===== config.mk =====
export PLATFORM = sky130hd
export DESIGN_NAME = page_rights_eval
export DESIGN_NICKNAME = d
export VERILOG_FILES = /design/src/rtl/page_rights_pkg.sv /design/src/rtl/page_code_fmt.sv /design/src/rtl/page_rights_tbl.sv /design/src/rtl/page_access_chk.sv /design/src/rtl/page_rights_eval.sv
export SDC_FILE = /design/constraint.sdc
export NUM_CORES = 1
export LEC_CHECK = 0
export ABC_AREA = 1
export BUFFER_PORTS_ARGS = -buffer_cell sky130_fd_sc_hd__buf_2
export CORE_UTILIZATION = 25
export CTS_CLUSTER_DIAMETER = 60
export CTS_CLUSTER_SIZE = 20
export DETAILED_ROUTE_END_ITERATION = 7
export PLACE_DENSITY_LB_ADDON = 0.08
export SYNTH_ARGS = -nofsm -noshare
export SYNTH_HDL_FRONTEND = slang
export SYNTH_HIERARCHICAL = 1
export SYNTH_SLANG_ARGS = --single-unit

===== constraint.sdc =====
create_clock -name clk -period 0.8 [get_ports clk]
set_input_delay 0.16 -clock clk [delete_from_list [all_inputs] [get_ports clk]]
set_output_delay 0.16 -clock clk [all_outputs]
set_load 0.01 [all_outputs]

===== src/rtl/page_rights_pkg.sv =====
package page_rights_pkg;
  localparam int RIGHTS_W = 3;
  localparam int PCODE_W  = 3;
  localparam int FAULT_W  = 2;

  typedef logic [RIGHTS_W-1:0] rights_t;   // {R, W, X}
  typedef logic [PCODE_W-1:0]  pcode_t;

  typedef enum logic [1:0] {
    ACC_LOAD  = 2'b00,
    ACC_STORE = 2'b01,
    ACC_FETCH = 2'b10
  } acc_kind_e;

  typedef enum logic [FAULT_W-1:0] {
    FLT_NONE    = 2'b00,
    FLT_NOMATCH = 2'b01,
    FLT_PROT    = 2'b10
  } fault_e;

  localparam int RB_R = 2;
  localparam int RB_W = 1;
  localparam int RB_X = 0;
endpackage


===== src/rtl/page_code_fmt.sv =====
module page_code_fmt
  import page_rights_pkg::*;
#(
  parameter int ENTRY_W  = 64,
  parameter int NX_BIT   = 2,
  parameter int GRD_BIT  = 3
) (
  input  logic               long_fmt,
  input  logic [ENTRY_W-1:0] entry_word,
  input  logic               seg_noexec,
  output pcode_t             pcode,
  output logic               noexec
);
  localparam int HI_BIT = ENTRY_W - 1;

  logic long_hi;
  logic long_nx;

  always_comb begin
    long_hi = long_fmt & entry_word[HI_BIT];
    long_nx = long_fmt & (entry_word[NX_BIT] | entry_word[GRD_BIT]);
    pcode   = {long_hi, entry_word[1:0]};
    noexec  = seg_noexec | long_nx;
  end
endmodule


===== src/rtl/page_rights_tbl.sv =====
module page_rights_tbl
  import page_rights_pkg::*;
(
  input  logic   key,
  input  pcode_t pcode,
  input  logic   noexec,
  output rights_t rights
);
  logic rd;
  logic wr;

  always_comb begin
    rd = 1'b0;
    wr = 1'b0;
    if (!key) begin
      unique case (pcode)
        3'd0, 3'd1, 3'd2: begin rd = 1'b1; wr = 1'b1; end
        3'd3, 3'd6:       rd = 1'b1;
        default:          ;
      endcase
    end else begin
      unique case (pcode)
        3'd1, 3'd3: rd = 1'b1;
        3'd2:       begin rd = 1'b1; wr = 1'b1; end
        default:    ;
      endcase
    end
    rights       = '0;
    rights[RB_R] = rd;
    rights[RB_W] = wr;
    rights[RB_X] = ~noexec;
  end
endmodule


===== src/rtl/page_access_chk.sv =====
module page_access_chk
  import page_rights_pkg::*;
(
  input  rights_t    rights,
  input  logic [1:0] acc_kind,
  output logic       allow,
  output logic [FAULT_W-1:0] fault
);
  always_comb begin
    if (acc_kind[1])        allow = rights[RB_X];
    else if (acc_kind[0])   allow = rights[RB_W];
    else                    allow = rights[RB_R];
    fault = allow ? FLT_NONE : FLT_PROT;
  end
endmodule


===== src/rtl/page_rights_eval.sv =====
module page_rights_eval
  import page_rights_pkg::*;
#(
  parameter int ENTRY_W = 64
) (
  input  logic               clk,
  input  logic               rst_n,
  input  logic               in_valid,
  input  logic               key,
  input  logic               long_fmt,
  input  logic [ENTRY_W-1:0] entry_word,
  input  logic               seg_noexec,
  input  logic [1:0]         acc_kind,
  output logic               out_valid,
  output logic [RIGHTS_W-1:0] rights,
  output logic               grant,
  output logic [FAULT_W-1:0] fault_code
);
  localparam int HI_BIT = ENTRY_W - 1;

  pcode_t  pcode_c;
  logic    noexec_c;
  rights_t rights_c;
  logic    allow_c;
  logic [FAULT_W-1:0] fault_c;

  page_code_fmt #(.ENTRY_W(ENTRY_W)) u_fmt (
    .long_fmt   (long_fmt),
    .entry_word (entry_word),
    .seg_noexec (seg_noexec),
    .pcode      (pcode_c),
    .noexec     (noexec_c)
  );

  page_rights_tbl u_tbl (
    .key    (key),
    .pcode  (pcode_c),
    .noexec (noexec_c),
    .rights (rights_c)
  );

  page_access_chk u_chk (
    .rights   (rights_c),
    .acc_kind (acc_kind),
    .allow    (allow_c),
    .fault    (fault_c)
  );

  // next-state
  logic               vld_d;
  rights_t            rights_d;
  logic               grant_d;
  logic [FAULT_W-1:0] fault_d;

  always_comb begin
    vld_d    = in_valid;
    rights_d = rights;
    grant_d  = grant;
    fault_d  = fault_code;
    if (in_valid) begin
      rights_d = rights_c;
      grant_d  = allow_c;
      fault_d  = fault_c;
    end
  end

  // registers
  always_ff @(posedge clk or negedge rst_n) begin
    if (!rst_n) begin
      out_valid  <= 1'b0;
      rights     <= '0;
      grant      <= 1'b0;
      fault_code <= '0;
    end else begin
      out_valid  <= vld_d;
      rights     <= rights_d;
      grant      <= grant_d;
      fault_code <= fault_d;
    end
  end

  // checks
  p_valid_delay_r8: assert property (@(posedge clk) disable iff (!rst_n)
    out_valid |-> $past(in_valid));
  p_valid_follow_r8: assert property (@(posedge clk) disable iff (!rst_n)
    in_valid |=> out_valid);
  p_hold_idle_r8: assert property (@(posedge clk) disable iff (!rst_n)
    !in_valid |=> ($stable(rights) && $stable(grant) && $stable(fault_code)));
  p_seg_nx_r5: assert property (@(posedge clk) disable iff (!rst_n)
    (in_valid && seg_noexec) |=> !rights[RB_X]);
  p_entry_nx_r5: assert property (@(posedge clk) disable iff (!rst_n)
    (in_valid && long_fmt && (entry_word[2] || entry_word[3])) |=> !rights[RB_X]);
  p_code7_r3: assert property (@(posedge clk) disable iff (!rst_n)
    (in_valid && long_fmt && entry_word[HI_BIT] && (entry_word[1:0] == 2'b11))
      |=> (!rights[RB_R] && !rights[RB_W]));
  p_fault_match_r7: assert property (@(posedge clk) disable iff (!rst_n)
    out_valid |-> (grant ? (fault_code == 2'b00) : (fault_code == 2'b10)));
  p_fetch_x_r6: assert property (@(posedge clk) disable iff (!rst_n)
    (in_valid && acc_kind[1]) |=> (grant == rights[RB_X]));
endmodule


==> results.sh <==
export IMPL_multi_input_area_um2=183
export IMPL_number_of_h_tree_levels=1
export IMPL_vdd_ir_drop_max_mv=1.17
export IMPL_initialDrtViolationCount=1
export IMPL_grt_max_degree=9
export IMPL_via_per_inst=3.86
export IMPL_global_route_overflow_total=0
export IMPL_p_leak_nw=0.382
export IMPL_synth_nets=137
export IMPL_setup_violations=8
export IMPL_worst_r2r_setup_slack_ps=-20
export IMPL_synth_edff_count=0
export IMPL_timing_critical_path_max_delay_family="flip-flops"
export IMPL_diodes=0
export IMPL_timing_hold_ws_ps=125
export IMPL_fp_coreArea_um2=1540
export IMPL_violated_checks="negative setup slack"
export IMPL_ctsLongestPathBuffers=2
export IMPL_cp_cell_sequence="buf_2"
export IMPL_gr_usage_all_layers=0.110
export IMPL_slowest_stage_cell_crit_path="dfrtp_1"
export IMPL_numCtsBuffers=3
export IMPL_worst_ep_required_time_ps=640
export IMPL_yosys_area_top_type="dfrtp_1"
export IMPL_layout_filler_cells=194
export IMPL_synthCells=65
export IMPL_cts_num_sinks=7
export IMPL_critical_path_cell_count=1
export IMPL_synth_warning_count=6
export IMPL_rr_worst_depth=4
export IMPL_vias=409
export IMPL_end_kind="output port"
export IMPL_timing_critical_path_buf_inv=1
export IMPL_drv_slew=0
export IMPL_syn_avg_cell_area_um2=6.53
export IMPL_antenna_left=0
export IMPL_fmaxAchievable_mhz=1070
export IMPL_worst_hold_startpoint="in_valid"
export IMPL_place_detailed_instances=97
export IMPL_drv_max_cap_violation_count=0
export IMPL_synth_area_leaders="dfrtp_1, nand2_1, buf_4"
export IMPL_grt_pass1_wl_um=1480
export IMPL_cell_count_of_the_worst_hold_path=1
export IMPL_hold_violations=0
export IMPL_drt_wl_total_um=826
export IMPL_syn_to_final_growth_pct=43.7
export IMPL_ctsRootBufferMaster="clkbuf_4"
export IMPL_clock_latency_ps=240
export IMPL_min_period_ps=939
export IMPL_finalClockSkew_ps=0
export IMPL_asyncSetResetFlopFracSynth=1.00
export IMPL_setup_slack_placement_ps=-235
export IMPL_vias_in_the_first_global_route=379
export IMPL_r2r_end="rights[2]$_DFFE_PN0P_"
export IMPL_path_max_fanout=2
export IMPL_floorplan_die_height_um=43.2
export IMPL_r2r_start="rights[2]$_DFFE_PN0P_"
export IMPL_path_clk_slew_ps=50
export IMPL_finish_utilization=0.395
export IMPL_synth_yosys_seq_area_share=0.413
export IMPL_io_pins=79
export IMPL_chipWidth_um=43.2
export IMPL_floorplan_rows=14
export IMPL_num_nets_final=163
export IMPL_p_per_area_nw_per_um2=1600
export IMPL_detail_route_drc_violations=0
export IMPL_drive_above_1_share=0.489
export IMPL_place_detailed_hpwl_um=646
export IMPL_yosys_cell_count_top_type="nand2_1"
export IMPL_hold_endpoint="out_valid$_DFF_PN0_"
export IMPL_drt_wirelength_per_cell_um=7.79
export IMPL_ys_seq_elements=7
export IMPL_synth_top_area_share=0.413
export IMPL_hp_class="in2reg"
export IMPL_totalNegativeSetupSlack_ps=-768
export IMPL_drt_pass1_iterations=3
export IMPL_tritoncts="done"
export IMPL_worstPathArrival_ps=780
export IMPL_floorplan_initialDensity=0.275
export IMPL_synthTopCellsByCount="nand2_1, inv_1, dfrtp_1"
export IMPL_buffer_ports_inserted=19
export IMPL_final_min_period_over_clock_period=1.17
export IMPL_run_status="finished, violations left"
export IMPL_dieArea_um2=1870
export IMPL_stdcell_count=106
export IMPL_mappedNetlistArea_um2=424
export IMPL_post_route_worst_setup_slack_ps=-139
export IMPL_worst_setup_path_type="reg2out"
export IMPL_register_area_um2=175
export IMPL_rsz0062_at_grt="yes"
export IMPL_synth_cell_types=10
export IMPL_grt_antenna_before_repair=0
export IMPL_critical_path_max_stage_delay_ps=390
export IMPL_gp_congestion=0.746
export IMPL_startpoint_type="flip-flop"
export IMPL_synthFlopType="dfrtp_1"
-- through the flow --
step	area (um^2)	power, mW
6_report	609	0.973
2_1_floorplan	444	0.551
3_5_place_dp	522	0.626
5_1_grt	609	1.05
3_3_place_gp	522	0.627
4_1_cts	566	0.958
-- layout make-up --
class | count | area share
repair buffers | 27 | 0.259
inverters | 12 | 0.0780
multi-input cells | 40 | 0.300
well taps | 16 | 0.0329
flip-flops and latches | 7 | 0.287
clock buffers | 4 | 0.0431
-- flip-flops by register name, summed over array words and instances (netlist names) --
| signal | flops |
|---|---|
| fault_code | 2 |
| grant | 1 |
| out_valid | 1 |
| rights | 3 |
-- worst max-delay path by stage --
stage | from | endpoint | slack (ps)
final | fault_code[1]$_DFFE_PN0P_ | fault_code[1] | -140
after CTS | fault_code[1]$_DFFE_PN0P_ | fault_code[1] | -150
after detailed placement | key | grant$_DFFE_PN0P_ | -230
after global placement | key | grant$_DFFE_PN0P_ | -220
after global routing | fault_code[1]$_DFFE_PN0P_ | fault_code[1] | -170
after floorplan | entry_word[0] | fault_code[1]$_DFFE_PN0P_ | -140
-- placed cells by master (no fill, tap or decap), types with 2 or more instances in the layout --
master,instances
buf_2,19
buf_4,7
clkbuf_4,3
dfrtp_1,7
inv_1,5
inv_2,6
nand2_1,27
nand2_2,6
nand3_1,2
-- routing by layer --
layer / vias up / share of wire / GRT usage
li1: 232 / - / -
met1: 166 / 0.54 / 0.144
met2: 11 / 0.40 / 0.149
met3: 0 / 0.053 / 0.0766
met4: 0 / 0 / 0.0182
met5: - / 0 / 0
-- power by group --
group	internal [mW]	switching (mW)	total, mW
combinational	0.127	0.132	0.259
clock	0.190	0.119	0.309
sequential	0.389	0.0158	0.405
total	0.706	0.267	0.973
-- kinds of logic (layout without fill, tap and decap cells) --
| group | Yosys count | after routing | share of synthesized area |
|---|---|---|---|
| flops | 7 | 7 | 0.413 |
| buf+inv | 18 | 43 | 0.212 |
| other cells | 1 | 1 | 0.00884 |
| simple gates | 37 | 37 | 0.342 |
| compound gates | 2 | 2 | 0.0236 |
-- repair_timing --
item | in CTS | in global routing
resized for setup | 0 | 9
pin swaps | 0 | 5
hold buffers | 1 | 0
setup buffers | 1 | 3
setup endpoints to repair | 7 | 9
hold endpoints to repair | 7 | 0
Note: power is estimated with default switching activity, not from simulation.
